[src/rtl/dfc_pkg.sv]
package dfc_pkg;
  localparam int CTRL_W   = 11;
  localparam int CS_W     = 2;
  localparam int SEL_W    = 3;
  localparam int NUM_CS   = 1 << CS_W;

  localparam int MODE_BIT = 0;
  localparam int CS_LSB   = 2;
  localparam int SEL_LSB  = 5;
  localparam int REF_BIT  = 8;
  localparam int PRE_BIT  = 9;
  localparam int ALL_BIT  = 10;

  localparam logic [CTRL_W-1:0] REQ_MASK =
    (CTRL_W'(1) << MODE_BIT) | (CTRL_W'(1) << REF_BIT) | (CTRL_W'(1) << PRE_BIT);
  localparam logic [CTRL_W-1:0] WR_MASK =
    REQ_MASK | (CTRL_W'(1) << ALL_BIT) |
    (CTRL_W'((1 << CS_W) - 1) << CS_LSB) | (CTRL_W'((1 << SEL_W) - 1) << SEL_LSB);

  typedef struct packed {
    logic             fire;
    logic             doMrs;
    logic             doRef;
    logic             doPre;
    logic             allBanks;
    logic [CS_W-1:0]  csSel;
    logic [SEL_W-1:0] sel;
  } dfc_strobe_t;

  function automatic logic [1:0] reqCount(input logic [CTRL_W-1:0] w);
    return {1'b0, w[MODE_BIT]} + {1'b0, w[REF_BIT]} + {1'b0, w[PRE_BIT]};
  endfunction
endpackage

[src/rtl/dfc_ctrl.sv]
module dfc_ctrl
  import dfc_pkg::*;
(
  input  logic              clk,
  input  logic              rstN,
  input  logic              regWrEn,
  input  logic [CTRL_W-1:0] regWrData,
  input  logic              cmdGrant,
  output logic [CTRL_W-1:0] regRdData,
  output logic              cmdReq,
  output logic              cmdErr,
  output dfc_strobe_t       strobe
);
  logic [CTRL_W-1:0] ctrlQ;
  logic              errQ;
  logic              multiReq;
  logic              fire;

  assign multiReq = (reqCount(regWrData) > 2'd1);
  assign cmdReq   = |(ctrlQ & REQ_MASK);
  assign fire     = cmdReq && cmdGrant;

  always_ff @(posedge clk) begin
    if (!rstN) begin
      ctrlQ <= '0;
      errQ  <= 1'b0;
    end else begin
      if (regWrEn && !multiReq) begin
        ctrlQ <= regWrData & WR_MASK;
      end else if (fire) begin
        ctrlQ <= ctrlQ & ~REQ_MASK;
      end
      if (regWrEn && multiReq) begin
        errQ <= 1'b1;
      end
    end
  end

  assign regRdData = ctrlQ;
  assign cmdErr    = errQ;

  always_comb begin
    strobe.fire     = fire;
    strobe.doMrs    = ctrlQ[MODE_BIT];
    strobe.doRef    = ctrlQ[REF_BIT];
    strobe.doPre    = ctrlQ[PRE_BIT];
    strobe.allBanks = ctrlQ[ALL_BIT];
    strobe.csSel    = ctrlQ[CS_LSB +: CS_W];
    strobe.sel      = ctrlQ[SEL_LSB +: SEL_W];
  end
endmodule

[src/rtl/dfc_datapath.sv]
module dfc_datapath
  import dfc_pkg::*;
#(
  parameter int ADDR_W      = 16,
  parameter int PRE_ALL_POS = 10
) (
  input  dfc_strobe_t       strobe,
  input  logic [ADDR_W-1:0] modeValue,
  output logic [NUM_CS-1:0] csN,
  output logic              rasN,
  output logic              casN,
  output logic              weN,
  output logic [SEL_W-1:0]  bankAddr,
  output logic [ADDR_W-1:0] addr
);
  localparam logic [ADDR_W-1:0] ALL_MARK = ADDR_W'(1) << PRE_ALL_POS;

  for (genvar i = 0; i < NUM_CS; i++) begin : g_cs
    assign csN[i] = !(strobe.fire && (strobe.csSel == CS_W'(i)));
  end

  always_comb begin
    rasN     = 1'b1;
    casN     = 1'b1;
    weN      = 1'b1;
    bankAddr = '0;
    addr     = '0;
    if (strobe.fire) begin
      if (strobe.doMrs) begin
        rasN     = 1'b0;
        casN     = 1'b0;
        weN      = 1'b0;
        bankAddr = strobe.sel;
        addr     = modeValue;
      end else if (strobe.doRef) begin
        rasN = 1'b0;
        casN = 1'b0;
      end else if (strobe.doPre) begin
        rasN = 1'b0;
        weN  = 1'b0;
        if (strobe.allBanks) begin
          addr = ALL_MARK;
        end else begin
          bankAddr = strobe.sel;
        end
      end
    end
  end
endmodule

[src/rtl/dram_force_cmd.sv]
module dram_force_cmd
  import dfc_pkg::*;
#(
  parameter int ADDR_W      = 16,
  parameter int PRE_ALL_POS = 10
) (
  input  logic              clk,
  input  logic              rstN,
  input  logic              regWrEn,
  input  logic [CTRL_W-1:0] regWrData,
  output logic [CTRL_W-1:0] regRdData,
  input  logic [ADDR_W-1:0] modeValue,
  output logic              cmdReq,
  input  logic              cmdGrant,
  output logic              cmdErr,
  output logic [NUM_CS-1:0] csN,
  output logic              rasN,
  output logic              casN,
  output logic              weN,
  output logic [SEL_W-1:0]  bankAddr,
  output logic [ADDR_W-1:0] addr
);
  dfc_strobe_t strobe;

  dfc_ctrl u_ctrl (
    .clk       (clk),
    .rstN      (rstN),
    .regWrEn   (regWrEn),
    .regWrData (regWrData),
    .cmdGrant  (cmdGrant),
    .regRdData (regRdData),
    .cmdReq    (cmdReq),
    .cmdErr    (cmdErr),
    .strobe    (strobe)
  );

  dfc_datapath #(.ADDR_W(ADDR_W), .PRE_ALL_POS(PRE_ALL_POS)) u_dp (
    .strobe    (strobe),
    .modeValue (modeValue),
    .csN       (csN),
    .rasN      (rasN),
    .casN      (casN),
    .weN       (weN),
    .bankAddr  (bankAddr),
    .addr      (addr)
  );
endmodule

[config.mk]
export PLATFORM = sky130hd
export DESIGN_NAME = dram_force_cmd
export DESIGN_NICKNAME = d
export VERILOG_FILES = /design/src/rtl/dfc_pkg.sv /design/src/rtl/dfc_ctrl.sv /design/src/rtl/dfc_datapath.sv /design/src/rtl/dram_force_cmd.sv
export SDC_FILE = /design/constraint.sdc
export NUM_CORES = 1
export LEC_CHECK = 0
export BUFFER_PORTS_ARGS = -buffer_cell sky130_fd_sc_hd__buf_2
export CAP_MARGIN = 20
export CORE_MARGIN = 2
export CORE_UTILIZATION = 37
export DETAILED_ROUTE_END_ITERATION = 6
export PLACE_DENSITY = 0.84
export SLEW_MARGIN = 40
export SYNTH_ARGS = -nofsm -noshare
export SYNTH_HDL_FRONTEND = slang
export SYNTH_SLANG_ARGS = --single-unit
export TNS_END_PERCENT = 50
[constraint.sdc]
create_clock -name clk -period 2.1 [get_ports clk]
set_input_delay 0.21 -clock clk [delete_from_list [all_inputs] [get_ports clk]]
set_output_delay 0.21 -clock clk [all_outputs]
set_load 0.02 [all_outputs]
Word-level counts from Yosys, hierarchy flattened
Index checks and enable logic that the tools add are counted.
{ "classes": {"addsub": 2, "n_lt_le_gt_ge": 1, "eq_ne": 3, "n_mux": 22, "n_reduce_logical": 15} }
{ "op_table": {"columns": ["operator", "n"], "rows": [
  ["16-bit two-way mux", 4],
  ["11-bit two-way mux", 2],
  ["3-bit two-way mux", 5],
  ["1-bit two-way mux", 10],
  ["10-bit two-way mux", 1],
  ["1-bit logical AND", 7],
  ["1-bit logical NOT", 5],
  ["2-bit equality test, second input constant", 2],
  ["3-bit OR reduction", 1],
  ["1-bit by 1-bit adder with 2-bit output", 1],
  ["2-bit by 1-bit adder with 2-bit output", 1],
  ["2-bit by 1-bit equality test with 1-bit output, second input constant", 1],
  ["2-bit by 1-bit > comparator with 1-bit output, second input constant", 1],
  ["2-bit logical NOT", 1],
  ["2-bit nonzero test", 1]
]} }
{ "word_totals": {"regBits": 10, "input_bits": 31, "output_inout_bits": 39} }

Depth between registers and ports, before layout
Gate-level depths: netlist (run 1).
{ "depth": {"ltp_word": 6, "mapped_depth": 5} }

Modules after synthesis
Synthesis (run 1) repeated with hierarchy kept, for this count alone.
{ "hier_totals": {"hier_cells": 97, "area_unflattened_um2": 808.3} }
{ "by_module_without_submodules": {"columns": ["mod", "instances", "cells_each", "area_per_inst_um2"], "rows": [
  ["dfc_ctrl", 1, 62, 574.3],
  ["dfc_datapath", 1, 35, 234.0]
]} }

Worst setup path after synthesis (run 1)
No wires, ideal clock.
{ "synth_timing": {"path_type": "reg2out", "start": "register u_ctrl.ctrlQ[8], in the netlist u_ctrl.regRdData[8]", "end": "output weN", "arrival_ps": 1299, "t_required_ps": 1890, "path_slack_ps": 591, "stages_incl_launch_ff": 3, "n_path_buf": 0, "cell_sequence": "dfxtp_1 -> and2b_2 -> o21ai_0"} }
{ "synth_via": {"elab_chain_cells": 3, "word_cells_on_any_way": 5, "cone_classes": "3 x mux; 2 x reduce/logical"} }
{ "synth_rtl": {"columns": ["item", "line", "source"], "rows": [
  ["start, declared", "dfc_ctrl.sv:14", "logic [CTRL_W-1:0] ctrlQ;"],
  ["start signal, assigned", "dfc_ctrl.sv:29", "ctrlQ <= regWrData & WR_MASK;"],
  ["start signal, assigned", "dfc_ctrl.sv:31", "ctrlQ <= ctrlQ & ~REQ_MASK;"],
  ["1-bit two-way mux or 3-bit OR reduction (tied branches)", "dfc_datapath.sv:35, dfc_ctrl.sv:20", null],
  ["1-bit two-way mux or 1-bit logical AND (tied branches)", "dfc_datapath.sv:29, dfc_ctrl.sv:21", null],
  ["1-bit two-way mux *", "dfc_datapath.sv:28", "if (strobe.fire) begin"],
  ["end, declared", "dram_force_cmd.sv:19", "output logic weN,"]
]} }
Mark *: on every way between the ends. The rest lies on a longest branch, timed or not.

Final worst setup path (run 1)
{ "layout_timing": {"start": "register u_ctrl.ctrlQ[0], in the netlist u_ctrl.regRdData[0]", "end": "output csN[0]"} }
{ "layout_via": {"elab_chain_cells": 4} }
{ "layout_rtl": {"columns": ["item", "line", "source"], "rows": [
  ["3-bit OR reduction", "dfc_ctrl.sv:20", "assign cmdReq = |(ctrlQ & REQ_MASK);"],
  ["1-bit logical AND", "dfc_ctrl.sv:21", "assign fire = cmdReq && cmdGrant;"],
  ["1-bit logical AND", "dfc_datapath.sv:19", "assign csN[i] = !(strobe.fire && (strobe.csSel == CS_W'(i)));"],
  ["1-bit logical NOT", "dfc_datapath.sv:19", null],
  ["end, declared", "dram_force_cmd.sv:16", "output logic [NUM_CS-1:0] csN,"]
]} }
No other way between the ends.

==> tab_implementation.tex, run 1 <==
\begin{tabular}{lr}
\hline
Metric & Value \\
\hline
\multicolumn{2}{l}{\textbf{Critical path}} \\
\quad Longest individual stage delay on the worst path & 0.72 ns \\
\quad CP Class & reg2out \\
\quad Peak fanout along the critical path & 24 \\
\quad Ordered list of cells on the worst path & o31ai\_4, or3\_1, buf\_2 \\
\quad End of the worst register-to-register path & u\_ctrl.regRdData[0]\$\_SDFFE\_PN0P\_ \\
\quad Setup crit start kind & flop \\
\quad Register-to-register setup slack & 1.02 ns \\
\quad Critical path data arrival time & 1.63 ns \\
\quad Start of the worst register-to-register path & u\_ctrl.regRdData[0]\$\_SDFFE\_PN0P\_ \\
\quad Count of cells along the worst register-to-register path & 2 \\
\quad Critical path endpoint category & output pin \\
\quad Critical path data required time & 1.89 ns \\
\quad Cell with the largest stage delay on the worst path & sky130\_fd\_sc\_hd\_\_dfxtp\_1 \\
\multicolumn{2}{l}{\textbf{Detailed routing}} \\
\quad Met1 Routed Length & 850 um \\
\quad Detailed-routed wire length on met2 & 998 um \\
\quad Violation count after the first detailed-route iteration & 8 \\
\quad Detailed-route via count & 859 \\
\quad DRC violation count after routing & 0 \\
\quad DRT Wirelength & 2040 um \\
\quad Drt pass-1 iters & 4 \\
\quad Routed length on met3 & 175 um \\
\quad Mean number of vias per cell & 4.97 \\
\quad Highest routed metal layer & met4 \\
\quad Final ANT Viol Nets & 0 \\
\quad Average wire per standard cell & 11.8 um \\
\multicolumn{2}{l}{\textbf{Power}} \\
\quad Proportion of total power due to net switching & 31.7\% \\
\quad Proportion of power drawn by combinational gates & 26.4\% \\
\quad Power Internal & 0.000364 W \\
\quad Flop pwr share & 40.6\% \\
\quad Ratio of total power to cell area & 518 mW/mm\^{}2 \\
\quad Clock network power share & 33.0\% \\
\quad Switching power & 0.000169 W \\
\quad Leakage power figure & 0.596 nW \\
\quad Maximum vdd ir drop & 0.285 mV \\
\multicolumn{2}{l}{\textbf{Layout}} \\
\quad Layout cell share with drive strength beyond 1 & 50.0\% \\
\quad Combined area of the multi-input logic cells & 423 um\^{}2 \\
\quad Area added between synthesis and finish & 49.3\% \\
\quad Non-Filler Cell Area, Final & 0.00103 mm\^{}2 \\
\quad Fill cells & 176 \\
\quad Layout Nets & 181 \\
\quad Antenna fix cells & 0 \\
\quad Final Util & 58.9\% \\
\quad Storage cell area & 200 um\^{}2 \\
\multicolumn{2}{l}{\textbf{Global route}} \\
\quad Initial antenna violation count & 0 \\
\quad Grt total ovfl & 0 \\
\quad Vias in the first global route & 694 \\
\quad Global-route wire length before repair & 2970 um \\
\quad All-layer global routing usage & 18.5\% \\
\quad Maximum number of pins on one net before global-route repair & 25 \\
\multicolumn{2}{l}{\textbf{STA}} \\
\quad Total negative slack & 0 ns \\
\quad Unrepaired setup endpoints after global routing & false \\
\quad Number of setup violations in the final report & 0 \\
\quad Worst-case setup margin in the final layout & 0.264 ns \\
\quad Time the worst path needs with I/O delays and setup & 1.84 ns \\
\quad Worst slew margin relative to its limit & 58.4\% \\
\quad Max-slew violation total from the final report & 0 \\
\quad Number of hold violations in the final report & 0 \\
\quad Final clock period utilization by the worst path & 87.4\% \\
\quad Slew at the pin closest to its max-slew limit & 0.623 ns \\
\quad Clock Skews & 0 ns \\
\quad Maximum clock frequency & 545 MHz \\
\multicolumn{2}{l}{\textbf{Floorplan}} \\
\quad Die span in x & 47.1 um \\
\quad Die boundary height & 47.1 um \\
\quad Total core area & 0.00175 mm\^{}2 \\
\quad Initial core utilization & 39.4\% \\
\quad Die Area & 0.00222 mm\^{}2 \\
\quad Standard-cell row count & 15 \\
\quad I/O pin count & 70 \\
\multicolumn{2}{l}{\textbf{Clocking}} \\
\quad Clock slew seen by the registers of the worst setup and hold paths & 0.07 ns \\
\quad H-tree level count & 1 \\
\quad Maximum buffer depth of the clock tree & 2 \\
\quad Worst skew pair latency & 0.26 ns \\
\quad Buffer type at the clock tree root & sky130\_fd\_sc\_hd\_\_clkbuf\_4 \\
\quad Post-CTS resize count & 0 \\
\quad Hold Buf Count CTS & 0 \\
\quad Clock net sink count & 10 \\
\quad CTS tree & yes \\
\quad Post-CTS setup buffer count & 0 \\
\quad Num CTS Buffers & 3 \\
\multicolumn{2}{l}{\textbf{Min path}} \\
\quad Worst Hold Launch & regWrData[7] \\
\quad Path type of the worst min-delay path & in2reg \\
\quad Count of cells along the worst hold path & 3 \\
\quad Worst Hold End & u\_ctrl.regRdData[7]\$\_SDFFE\_PN0P\_ \\
\multicolumn{2}{l}{\textbf{Synthesis}} \\
\quad Post-synth design cell area & 688 um\^{}2 \\
\quad Seq cells post-synth & 10 \\
\quad Synthesized area per cell & 7.82 um\^{}2 \\
\quad Cell count after synthesis & 88 \\
\quad Number of enable-type register cells in the synthesized netlist & 0 \\
\quad Top\_reg\_cell synth & sky130\_fd\_sc\_hd\_\_dfxtp\_1 \\
\quad Fraction of post-synthesis cell area in the top cell type by area & 29.1\% \\
\quad Unique masters post-synth & 26 \\
\quad Largest area contributor in the synthesized netlist & sky130\_fd\_sc\_hd\_\_dfxtp\_1 \\
\quad Area contributors post-synth & sky130\_fd\_sc\_hd\_\_dfxtp\_1 (29\%), sky130\_fd\_sc\_hd\_\_and3\_1 (14\%), sky130\_fd\_sc\_hd\_\_nand4\_1 (8.2\%), sky130\_fd\_sc\_hd\_\_o21ai\_1 (6.5\%), sky130\_fd\_sc\_hd\_\_nand3b\_1 (4.4\%) \\
\quad Share of async-settable or async-resettable flops after synthesis & 0\% \\
\quad Synth cell count leaders & sky130\_fd\_sc\_hd\_\_and3\_1 (15), sky130\_fd\_sc\_hd\_\_dfxtp\_1 (10), sky130\_fd\_sc\_hd\_\_nand4\_1 (9), sky130\_fd\_sc\_hd\_\_o21ai\_1 (9), sky130\_fd\_sc\_hd\_\_nand2\_1 (7) \\
\quad Fraction of the yosys area taken by sequential cells & 29.1\% \\
\quad Total number of yosys warnings & 0 \\
\quad Top-count cell post-synth & sky130\_fd\_sc\_hd\_\_and3\_1 \\
\multicolumn{2}{l}{\textbf{Placed design}} \\
\quad Worst slack after detailed placement & 0.538 ns \\
\quad Port buffer count & 65 \\
\quad GPL Wtd Cong & 0.726 \\
\quad Post-placement cell area & 991 um\^{}2 \\
\quad Estimated wirelength of the detail-placed design & 1510 um \\
\multicolumn{2}{l}{\textbf{Job}} \\
\quad Count of maximum capacitance violations & 0 \\
\multicolumn{2}{l}{\textbf{Outcome}} \\
\quad Result of the run & completed \\
\hline
\end{tabular}
==> registers in the layout (all words and copies together), names as in the netlist <==
signal and cells:
u_ctrl.regRdData 9, u_ctrl.cmdErr 1
==> how the worst max path moves through the flow <==
stage / startpoint / end / cells after the start
3_5_place_dp: u_ctrl.regRdData[0]$_SDFFE_PN0P_ / csN[0] / 3
2_1_floorplan: u_ctrl.regRdData[8]$_SDFFE_PN0P_ / weN / 2
4_1_cts: u_ctrl.regRdData[0]$_SDFFE_PN0P_ / csN[0] / 3
5_1_grt: u_ctrl.regRdData[0]$_SDFFE_PN0P_ / addr[10] / 4
3_3_place_gp: u_ctrl.regRdData[0]$_SDFFE_PN0P_ / csN[0] / 3
6_report: u_ctrl.regRdData[0]$_SDFFE_PN0P_ / csN[0] / 3
==> power groups by stage <==
stage,logic [W],clock network (W),registers (W)
after CTS,0.000141,0.000182,0.000217
after global routing,0.000154,0.000190,0.000219
after detailed placement,0.000140,0,0.000221
after floorplan,0.0000792,0,0.000230
final,0.000140,0.000176,0.000216
after global placement,0.000136,0,0.000220
==> worst max-delay path, delay by kind of cell, from the launching register on <==
family	cells	cell delay [ns]
flops	1	0.72
buf+inv	1	0.16
compound gates	1	0.16
simple gates	1	0.32
==> layout by cell type, fill, tap and decap left out, types with 2 or more instances in the layout <==
cell	instances
sky130_fd_sc_hd__buf_2	65
sky130_fd_sc_hd__nand2_1	7
sky130_fd_sc_hd__nor2b_1	2
sky130_fd_sc_hd__o21ai_1	9
sky130_fd_sc_hd__nand3b_1	4
sky130_fd_sc_hd__clkbuf_4	3
sky130_fd_sc_hd__nand4_1	9
sky130_fd_sc_hd__o21a_1	2
sky130_fd_sc_hd__and3_1	15
sky130_fd_sc_hd__or3_1	2
sky130_fd_sc_hd__dfxtp_1	10
sky130_fd_sc_hd__conb_1	2
sky130_fd_sc_hd__o21ai_0	2
sky130_fd_sc_hd__and2_1	4
==> logic make-up after synthesis <==
| kind of cell | synth area share, % |
|---|---|
| flops | 29.1 |
| fa+ha+maj | 1.82 |
| compound gates | 15.8 |
| buf+inv | 10.0 |
| simple gates | 42.7 |
| other cells | 0.545 |
==> metrics by stage <==
step / total power [W] / hold slack, ns / cells
2_1_floorplan: 0.000310 / 0.353 / 89
3_3_place_gp: 0.000356 / 0.444 / 169
3_5_place_dp: 0.000360 / 0.450 / 169
4_1_cts: 0.000540 / 0.190 / 173
5_1_grt: 0.000563 / 0.209 / 173
6_report: 0.000532 / 0.196 / 173
==> layout make-up <==
type | count | share of cell area (%)
multi-input combinational | 67 | 41.2
timing repair buffer | 66 | 32.4
sequential | 10 | 19.5
clock buffer | 4 | 3.53
tap | 25 | 3.05
inverter | 1 | 0.365
==> metal layers <==
layer  vias to the layer above  GRT usage [%]
met2                        43           33.7
met4                         0           6.11
met5                         -              0
met3                         2           2.69
met1                       379           22.0
li1                        435              -
(Power assumes the default switching activity.)
==> inputs of run 2 (changes only) <==
==> constraint.sdc (replaced) <==
create_clock -name clk -period 2.2 [get_ports clk]
set_input_delay 0.22 -clock clk [delete_from_list [all_inputs] [get_ports clk]]
set_output_delay 0.22 -clock clk [all_outputs]
set_load 0.02 [all_outputs]
==> tab_implementation.tex, run 2 (synthesis gave the netlist of run 1 again) <==
\begin{tabular}{lr}
\hline
Metric & Value \\
\hline
\multicolumn{2}{l}{\textbf{Outcome}} \\
\quad Result of the run & completed \\
\multicolumn{2}{l}{\textbf{STA}} \\
\quad Time the worst path needs with I/O delays and setup & 1.83 ns \\
\quad Clock Skews & 0 ns (unchanged) \\
\quad Worst-case hold slack & 0.216 ns (+0.0203 ns) \\
\quad Max-slew violation total from the final report & 0 (unchanged) \\
\quad Slew at the pin closest to its max-slew limit & 0.629 ns (+0.00623 ns) \\
\quad Total negative slack & 0 ns (unchanged) \\
\quad Worst slew margin relative to its limit & 58.0\% (-0.42 points) \\
\quad Unrepaired setup endpoints after global routing & false \\
\quad Number of setup violations in the final report & 0 (unchanged) \\
\quad Final clock period utilization by the worst path & 83.3\% \\
\quad Number of hold violations in the final report & 0 (unchanged) \\
\quad Maximum clock frequency & 545 MHz \\
\multicolumn{2}{l}{\textbf{Global route}} \\
\quad Initial antenna violation count & 0 (unchanged) \\
\quad All-layer global routing usage & 17.5\% (-0.94 points) \\
\quad Grt total ovfl & 0 (unchanged) \\
\quad Global-route wire length before repair & 2770 um (-6.5\%) \\
\quad Maximum number of pins on one net before global-route repair & 25 (unchanged) \\
\quad Vias in the first global route & 698 (+0.58\%) \\
\multicolumn{2}{l}{\textbf{Layout}} \\
\quad Storage cell area & 200 um\^{}2 (unchanged) \\
\quad Final Util & 58.1\% (-0.79 points) \\
\quad Combined area of the multi-input logic cells & 423 um\^{}2 (unchanged) \\
\quad Max reg flops & 9 (unchanged) \\
\quad Antenna fix cells & 0 (unchanged) \\
\quad Highest-count cells in the layout ignoring fill and taps & sky130\_fd\_sc\_hd\_\_buf\_2 (65), sky130\_fd\_sc\_hd\_\_and3\_1 (15), sky130\_fd\_sc\_hd\_\_dfxtp\_1 (10), sky130\_fd\_sc\_hd\_\_nand4\_1 (9), sky130\_fd\_sc\_hd\_\_o21ai\_1 (9) \\
\quad Fill cells & 184 (+4.5\%) \\
\quad Non-Filler Cell Area, Final & 0.00101 mm\^{}2 (-1.3\%) \\
\quad Layout Nets & 181 (unchanged) \\
\quad Layout cell share with drive strength beyond 1 & 49.7\% (-0.34 points) \\
\quad Area added between synthesis and finish & 47.3\% \\
\quad Most frequent standard cell in the layout excluding fill and tap cells & sky130\_fd\_sc\_hd\_\_buf\_2 \\
\multicolumn{2}{l}{\textbf{Power}} \\
\quad Clock network power share & 26.1\% (-6.9 points) \\
\quad Maximum vdd ir drop & 0.321 mV (+13\%) \\
\quad Ratio of total power to cell area & 455 mW/mm\^{}2 (-12\%) \\
\quad Proportion of total power due to net switching & 32.8\% (+1.2 points) \\
\quad Power after layout & 0.000461 W (-13\%) \\
\quad Power Internal & 0.000310 W (-15\%) \\
\quad Switching power & 0.000151 W (-10\%) \\
\quad Leakage power figure & 0.589 nW (-1.2\%) \\
\quad Proportion of power drawn by combinational gates & 29.0\% (+2.6 points) \\
\quad Flop pwr share & 44.8\% (+4.2 points) \\
\multicolumn{2}{l}{\textbf{Placed design}} \\
\quad Estimated wirelength of the detail-placed design & 1520 um (+0.19\%) \\
\quad Post-placement cell area & 991 um\^{}2 (unchanged) \\
\quad Port buffer count & 65 (unchanged) \\
\quad GPL Wtd Cong & 0.725 (-0.19\%) \\
\multicolumn{2}{l}{\textbf{Floorplan}} \\
\quad Die Area & 0.00222 mm\^{}2 (unchanged) \\
\quad Standard-cell row count & 15 (unchanged) \\
\quad I/O pin count & 70 (unchanged) \\
\quad Die span in x & 47.1 um (unchanged) \\
\quad Initial core utilization & 39.4\% (unchanged) \\
\quad Total core area & 0.00175 mm\^{}2 (unchanged) \\
\quad Die boundary height & 47.1 um (unchanged) \\
\multicolumn{2}{l}{\textbf{Clocking}} \\
\quad Clock net sink count & 10 (unchanged) \\
\quad Hold Buf Count CTS & 0 (unchanged) \\
\quad CTS tree & yes \\
\quad Buffer type at the clock tree root & sky130\_fd\_sc\_hd\_\_clkbuf\_4 \\
\quad Worst skew pair latency & 0.25 ns (about the same) \\
\quad Num CTS Buffers & 3 (unchanged) \\
\quad H-tree level count & 1 (unchanged) \\
\quad Post-CTS setup buffer count & 0 (unchanged) \\
\quad Post-CTS resize count & 0 (unchanged) \\
\quad Clock slew seen by the registers of the worst setup and hold paths & 0.06 ns (about the same) \\
\quad Maximum buffer depth of the clock tree & 2 (unchanged) \\
\multicolumn{2}{l}{\textbf{Critical path}} \\
\quad Critical path data required time & 1.98 ns (+0.09 ns) \\
\quad Peak fanout along the critical path & 24 (unchanged) \\
\quad Critical path endpoint category & output pin \\
\quad CP Class & reg2out \\
\quad Critical path data arrival time & 1.61 ns (-0.02 ns) \\
\quad Setup crit start kind & flop \\
\multicolumn{2}{l}{\textbf{Detailed routing}} \\
\quad Mean number of vias per cell & 4.90 (-1.4\%) \\
\quad Drt pass-1 iters & 4 (unchanged) \\
\quad DRT Wirelength & 1960 um (-3.5\%) \\
\quad Detailed-route via count & 842 (-2.0\%) \\
\quad Violation count after the first detailed-route iteration & 10 (+2) \\
\quad DRC violation count after routing & 0 (unchanged) \\
\quad Average wire per standard cell & 11.4 um (-3.0\%) \\
\quad Final ANT Viol Nets & 0 (unchanged) \\
\multicolumn{2}{l}{\textbf{Min path}} \\
\quad Path type of the worst min-delay path & in2reg \\
\multicolumn{2}{l}{\textbf{Job}} \\
\quad Count of maximum capacitance violations & 0 (unchanged) \\
\hline
\end{tabular}
==> run 2: cell count changes in the layout (fill, tap and decap cells not counted), sizes merged <==
| cell | previous run | this run |
|---|---|---|
| clkbuf | 4 | 3 |
==> run 2: layer usage <==
layer	global-route usage, %	wire length, um	part of all wire, %
met1	19.7	873	44
met2	34.0	932	47
met3	2.31	157	8.0
met4	5.00	0	0
met5	0	0	0
==> run 2: power by group through the flow <==
stage          Combinational (W)  Sequential, W  Clock (W)
2_1_floorplan          0.0000756       0.000220          0
3_3_place_gp            0.000130       0.000210          0
3_5_place_dp            0.000134       0.000211          0
4_1_cts                 0.000134       0.000207   0.000126
5_1_grt                 0.000147       0.000209   0.000131
6_report                0.000134       0.000207   0.000120
==> run 2: cell type report <==
type	instances	area share, %
Multi-Input combinational cell	67	41.7
Timing Repair Buffer	66	32.8
Sequential cell	10	19.8
Tap cell	25	3.09
Clock buffer	3	2.22
Inverter	1	0.370
==> run 2: path summary, 6_finish.rpt <==
| path | from | endpoint | slack [ns] | cells past startpoint |
|---|---|---|---|---|
| worst max-delay path | u_ctrl.regRdData[0]$_SDFFE_PN0P_ | csN[0] | 0.37 | 3 |
| worst min-delay path | regWrData[8] | u_ctrl.regRdData[8]$_SDFFE_PN0P_ | 0.22 | 3 |
| worst max register to register | u_ctrl.regRdData[0]$_SDFFE_PN0P_ | u_ctrl.regRdData[0]$_SDFFE_PN0P_ | 1.12 | 2 |
| worst min register to register | u_ctrl.regRdData[6]$_SDFFE_PN0P_ | u_ctrl.regRdData[6]$_SDFFE_PN0P_ | 0.46 | 2 |
==> run 2: critical path, stage by stage, from the launching register on <==
cell and delay, ns:
sky130_fd_sc_hd__dfxtp_1 0.72, sky130_fd_sc_hd__o31ai_4 0.16, sky130_fd_sc_hd__or3_1 0.32, sky130_fd_sc_hd__buf_2 0.16
==> run 2: through the flow <==
stage / instances / setup slack (ns)
after floorplan: 89 / 0.681
after global placement: 169 / 0.692
after detailed placement: 169 / 0.641
after CTS: 172 / 0.354
after global routing: 172 / 0.239
final: 172 / 0.367
==> inputs of run 3 (changes only) <==
--- a/config.mk
+++ b/config.mk
@@ -8,9 +8,9 @@
 export BUFFER_PORTS_ARGS = -buffer_cell sky130_fd_sc_hd__buf_2
 export CAP_MARGIN = 20
 export CORE_MARGIN = 2
-export CORE_UTILIZATION = 37
+export CORE_UTILIZATION = 31
 export DETAILED_ROUTE_END_ITERATION = 6
-export PLACE_DENSITY = 0.84
+export PLACE_DENSITY = 0.75
 export SLEW_MARGIN = 40
 export SYNTH_ARGS = -nofsm -noshare
 export SYNTH_HDL_FRONTEND = slang
==> constraint.sdc (replaced) <==
create_clock -name clk -period 1.45 [get_ports clk]
set_input_delay 0.145 -clock clk [delete_from_list [all_inputs] [get_ports clk]]
set_output_delay 0.145 -clock clk [all_outputs]
set_load 0.02 [all_outputs]
==> tab_implementation.tex, run 3 (synthesis gave the netlist of run 1 again) <==
\begin{tabular}{lr}
\hline
Metric & Value \\
\hline
\multicolumn{2}{l}{\textbf{Outcome}} \\
\quad Result of the run & finished with violations \\
\quad Failing checks & setup timing \\
\multicolumn{2}{l}{\textbf{STA}} \\
\quad Unrepaired setup endpoints after global routing & true \\
\quad Number of hold violations in the final report & 0 (unchanged) \\
\quad Maximum clock frequency & 686 MHz \\
\quad Clock Skews & 0 ns (unchanged) \\
\quad Number of setup violations in the final report & 2 (+2) \\
\quad Max-slew violation total from the final report & 0 (unchanged) \\
\quad Worst-case setup margin in the final layout & -0.00796 ns (-0.375 ns) \\
\quad Time the worst path needs with I/O delays and setup & 1.46 ns \\
\quad Worst-case hold slack & 0.133 ns (-0.0824 ns) \\
\quad Final clock period utilization by the worst path & 101\% \\
\multicolumn{2}{l}{\textbf{Floorplan}} \\
\quad Die span in x & 51.1 um (+8.5\%) \\
\quad Initial core utilization & 32.0\% (-7.4 points) \\
\quad Die boundary height & 51.1 um (+8.5\%) \\
\quad Die Area & 0.00261 mm\^{}2 (+18\%) \\
\quad Standard-cell row count & 17 (+2) \\
\quad Total core area & 0.00215 mm\^{}2 (+23\%) \\
\quad I/O pin count & 70 (unchanged) \\
\multicolumn{2}{l}{\textbf{Critical path}} \\
\quad Setup crit start kind & flop \\
\quad End of the worst register-to-register path & u\_ctrl.regRdData[9]\$\_SDFFE\_PN0P\_ \\
\quad Count of cells along the worst register-to-register path & 4 (+2) \\
\quad Peak fanout along the critical path & 3 (-88\%) \\
\quad CP Class & reg2out \\
\quad Critical path data required time & 1.31 ns (-0.67 ns) \\
\quad Critical path endpoint category & output pin \\
\quad Start of the worst register-to-register path & u\_ctrl.regRdData[9]\$\_SDFFE\_PN0P\_ \\
\quad Critical path data arrival time & 1.31 ns (-0.30 ns) \\
\quad Register-to-register setup slack & 0.61 ns (-0.51 ns) \\
\multicolumn{2}{l}{\textbf{Clocking}} \\
\quad Clock slew seen by the registers of the worst setup and hold paths & 0.07 ns (about the same) \\
\quad CTS tree & yes \\
\quad Maximum buffer depth of the clock tree & 2 (unchanged) \\
\quad Worst skew pair latency & 0.26 ns (about the same) \\
\quad H-tree level count & 1 (unchanged) \\
\quad Buffer type at the clock tree root & sky130\_fd\_sc\_hd\_\_clkbuf\_4 \\
\quad Hold Buf Count CTS & 0 (unchanged) \\
\quad Num CTS Buffers & 3 (unchanged) \\
\quad Clock net sink count & 10 (unchanged) \\
\multicolumn{2}{l}{\textbf{Detailed routing}} \\
\quad Drt pass-1 iters & 5 (+1) \\
\quad Violation count after the first detailed-route iteration & 12 (+2) \\
\quad Average wire per standard cell & 11.9 um (+4.2\%) \\
\quad Mean number of vias per cell & 4.91 (+0.21\%) \\
\quad Final ANT Viol Nets & 0 (unchanged) \\
\quad Detailed-route via count & 883 (+4.9\%) \\
\quad DRC violation count after routing & 0 (unchanged) \\
\quad DRT Wirelength & 2140 um (+9.0\%) \\
\multicolumn{2}{l}{\textbf{Placed design}} \\
\quad Estimated wirelength of the detail-placed design & 1620 um (+6.7\%) \\
\quad GPL Wtd Cong & 0.685 (-5.4\%) \\
\quad Port buffer count & 65 (unchanged) \\
\quad Total placed cells including tap cells & 174 (+3.0\%) \\
\multicolumn{2}{l}{\textbf{Min path}} \\
\quad Worst Hold End & u\_ctrl.regRdData[2]\$\_SDFFE\_PN0P\_ \\
\quad Worst Hold Launch & regWrData[2] \\
\quad Path type of the worst min-delay path & in2reg \\
\quad Count of cells along the worst hold path & 3 (unchanged) \\
\multicolumn{2}{l}{\textbf{Global route}} \\
\quad Initial antenna violation count & 0 (unchanged) \\
\quad Grt total ovfl & 0 (unchanged) \\
\quad Vias in the first global route & 761 (+9.0\%) \\
\quad Maximum number of pins on one net before global-route repair & 24 (-4.0\%) \\
\quad Global-route wire length before repair & 3160 um (+14\%) \\
\quad All-layer global routing usage & 15.5\% (-2.0 points) \\
\multicolumn{2}{l}{\textbf{Job}} \\
\quad Count of maximum capacitance violations & 0 (unchanged) \\
\multicolumn{2}{l}{\textbf{Power}} \\
\quad Leakage power figure & 0.630 nW (+7.0\%) \\
\quad Power after layout & 0.000783 W (+70\%) \\
\quad Ratio of total power to cell area & 695 mW/mm\^{}2 (+53\%) \\
\quad Maximum vdd ir drop & 0.930 mV (+190\%) \\
\multicolumn{2}{l}{\textbf{Layout}} \\
\quad Area added between synthesis and finish & 63.6\% \\
\quad Most frequent standard cell in the layout excluding fill and tap cells & sky130\_fd\_sc\_hd\_\_buf\_2 \\
\quad Layout cell share with drive strength beyond 1 & 55.3\% (+5.6 points) \\
\quad Antenna fix cells & 0 (unchanged) \\
\quad Final Util & 52.4\% (-5.6 points) \\
\quad Number of standard cells in the final layout excluding fillers & 180 (+4.7\%) \\
\quad Fill cells & 226 (+23\%) \\
\quad Highest-count cells in the layout ignoring fill and taps & sky130\_fd\_sc\_hd\_\_buf\_2 (58), sky130\_fd\_sc\_hd\_\_and3\_1 (15), sky130\_fd\_sc\_hd\_\_nand4\_1 (9), sky130\_fd\_sc\_hd\_\_o21ai\_1 (9) \\
\quad Max reg flops & 9 (unchanged) \\
\quad Layout Nets & 185 (+2.2\%) \\
\hline
\end{tabular}
## run 3: metal layers
metal | GRT usage (%) | routed length, um
met5 | 0 | 0
met4 | 2.25 | 0
met3 | 4.97 | 217
met2 | 30.3 | 1120
met1 | 16.1 | 805
## run 3: area by class of cell
class | count | area (um^2) | area share [%]
tap | 28 | 35.0 | 3.11
inverter | 1 | 3.75 | 0.333
timing repair buffer | 70 | 407 | 36.1
multi-input combinational | 67 | 433 | 38.4
clock buffer | 4 | 36.3 | 3.22
sequential | 10 | 211 | 18.8
## run 3: worst max path at each step
stage | slack, ns | depth (start not counted) | start | endpoint
after floorplan | 0.006 | 2 | u_ctrl.regRdData[8]$_SDFFE_PN0P_ | weN
after global placement | 0.15 | 5 | regWrData[0] | u_ctrl.regRdData[5]$_SDFFE_PN0P_
after detailed placement | 0.10 | 5 | regWrData[0] | u_ctrl.regRdData[3]$_SDFFE_PN0P_
after CTS | -0.01 | 4 | u_ctrl.regRdData[9]$_SDFFE_PN0P_ | bankAddr[2]
after global routing | -0.04 | 4 | u_ctrl.regRdData[9]$_SDFFE_PN0P_ | weN
final | -0.008 | 4 | u_ctrl.regRdData[9]$_SDFFE_PN0P_ | weN
## run 3: critical path: stages (launching register included)
cell                      delay [ns]
sky130_fd_sc_hd__dfxtp_4        0.36
sky130_fd_sc_hd__buf_6          0.11
sky130_fd_sc_hd__and2b_2        0.19
sky130_fd_sc_hd__o21ai_0        0.18
sky130_fd_sc_hd__buf_2          0.20
## run 3: per-stage QoR
step / instance area [um^2] / setup slack [ns] / setup TNS [ns]
final: 1130 / -0.00796 / -0.0127
after global routing: 1130 / -0.0412 / -0.191
after CTS: 1080 / -0.0112 / -0.0112
after detailed placement: 1010 / 0.103 / 0
after global placement: 1010 / 0.149 / 0
after floorplan: 692 / 0.00595 / 0
## run 3: power breakdown
part | leakage (nW) | switching (W) | internal, W
combinational | 0.525 | 0.000129 | 0.000101
sequential | 0.0841 | 0.0000177 | 0.000289
clock | 0.0210 | 0.0000932 | 0.000152
total | 0.630 | 0.000240 | 0.000542
## run 3: repair_timing
item / in CTS / in global routing
pin swaps: 1 / 4
setup endpoints to repair: 8 / 9
resized for setup: 9 / 14
setup buffers: 1 / 1
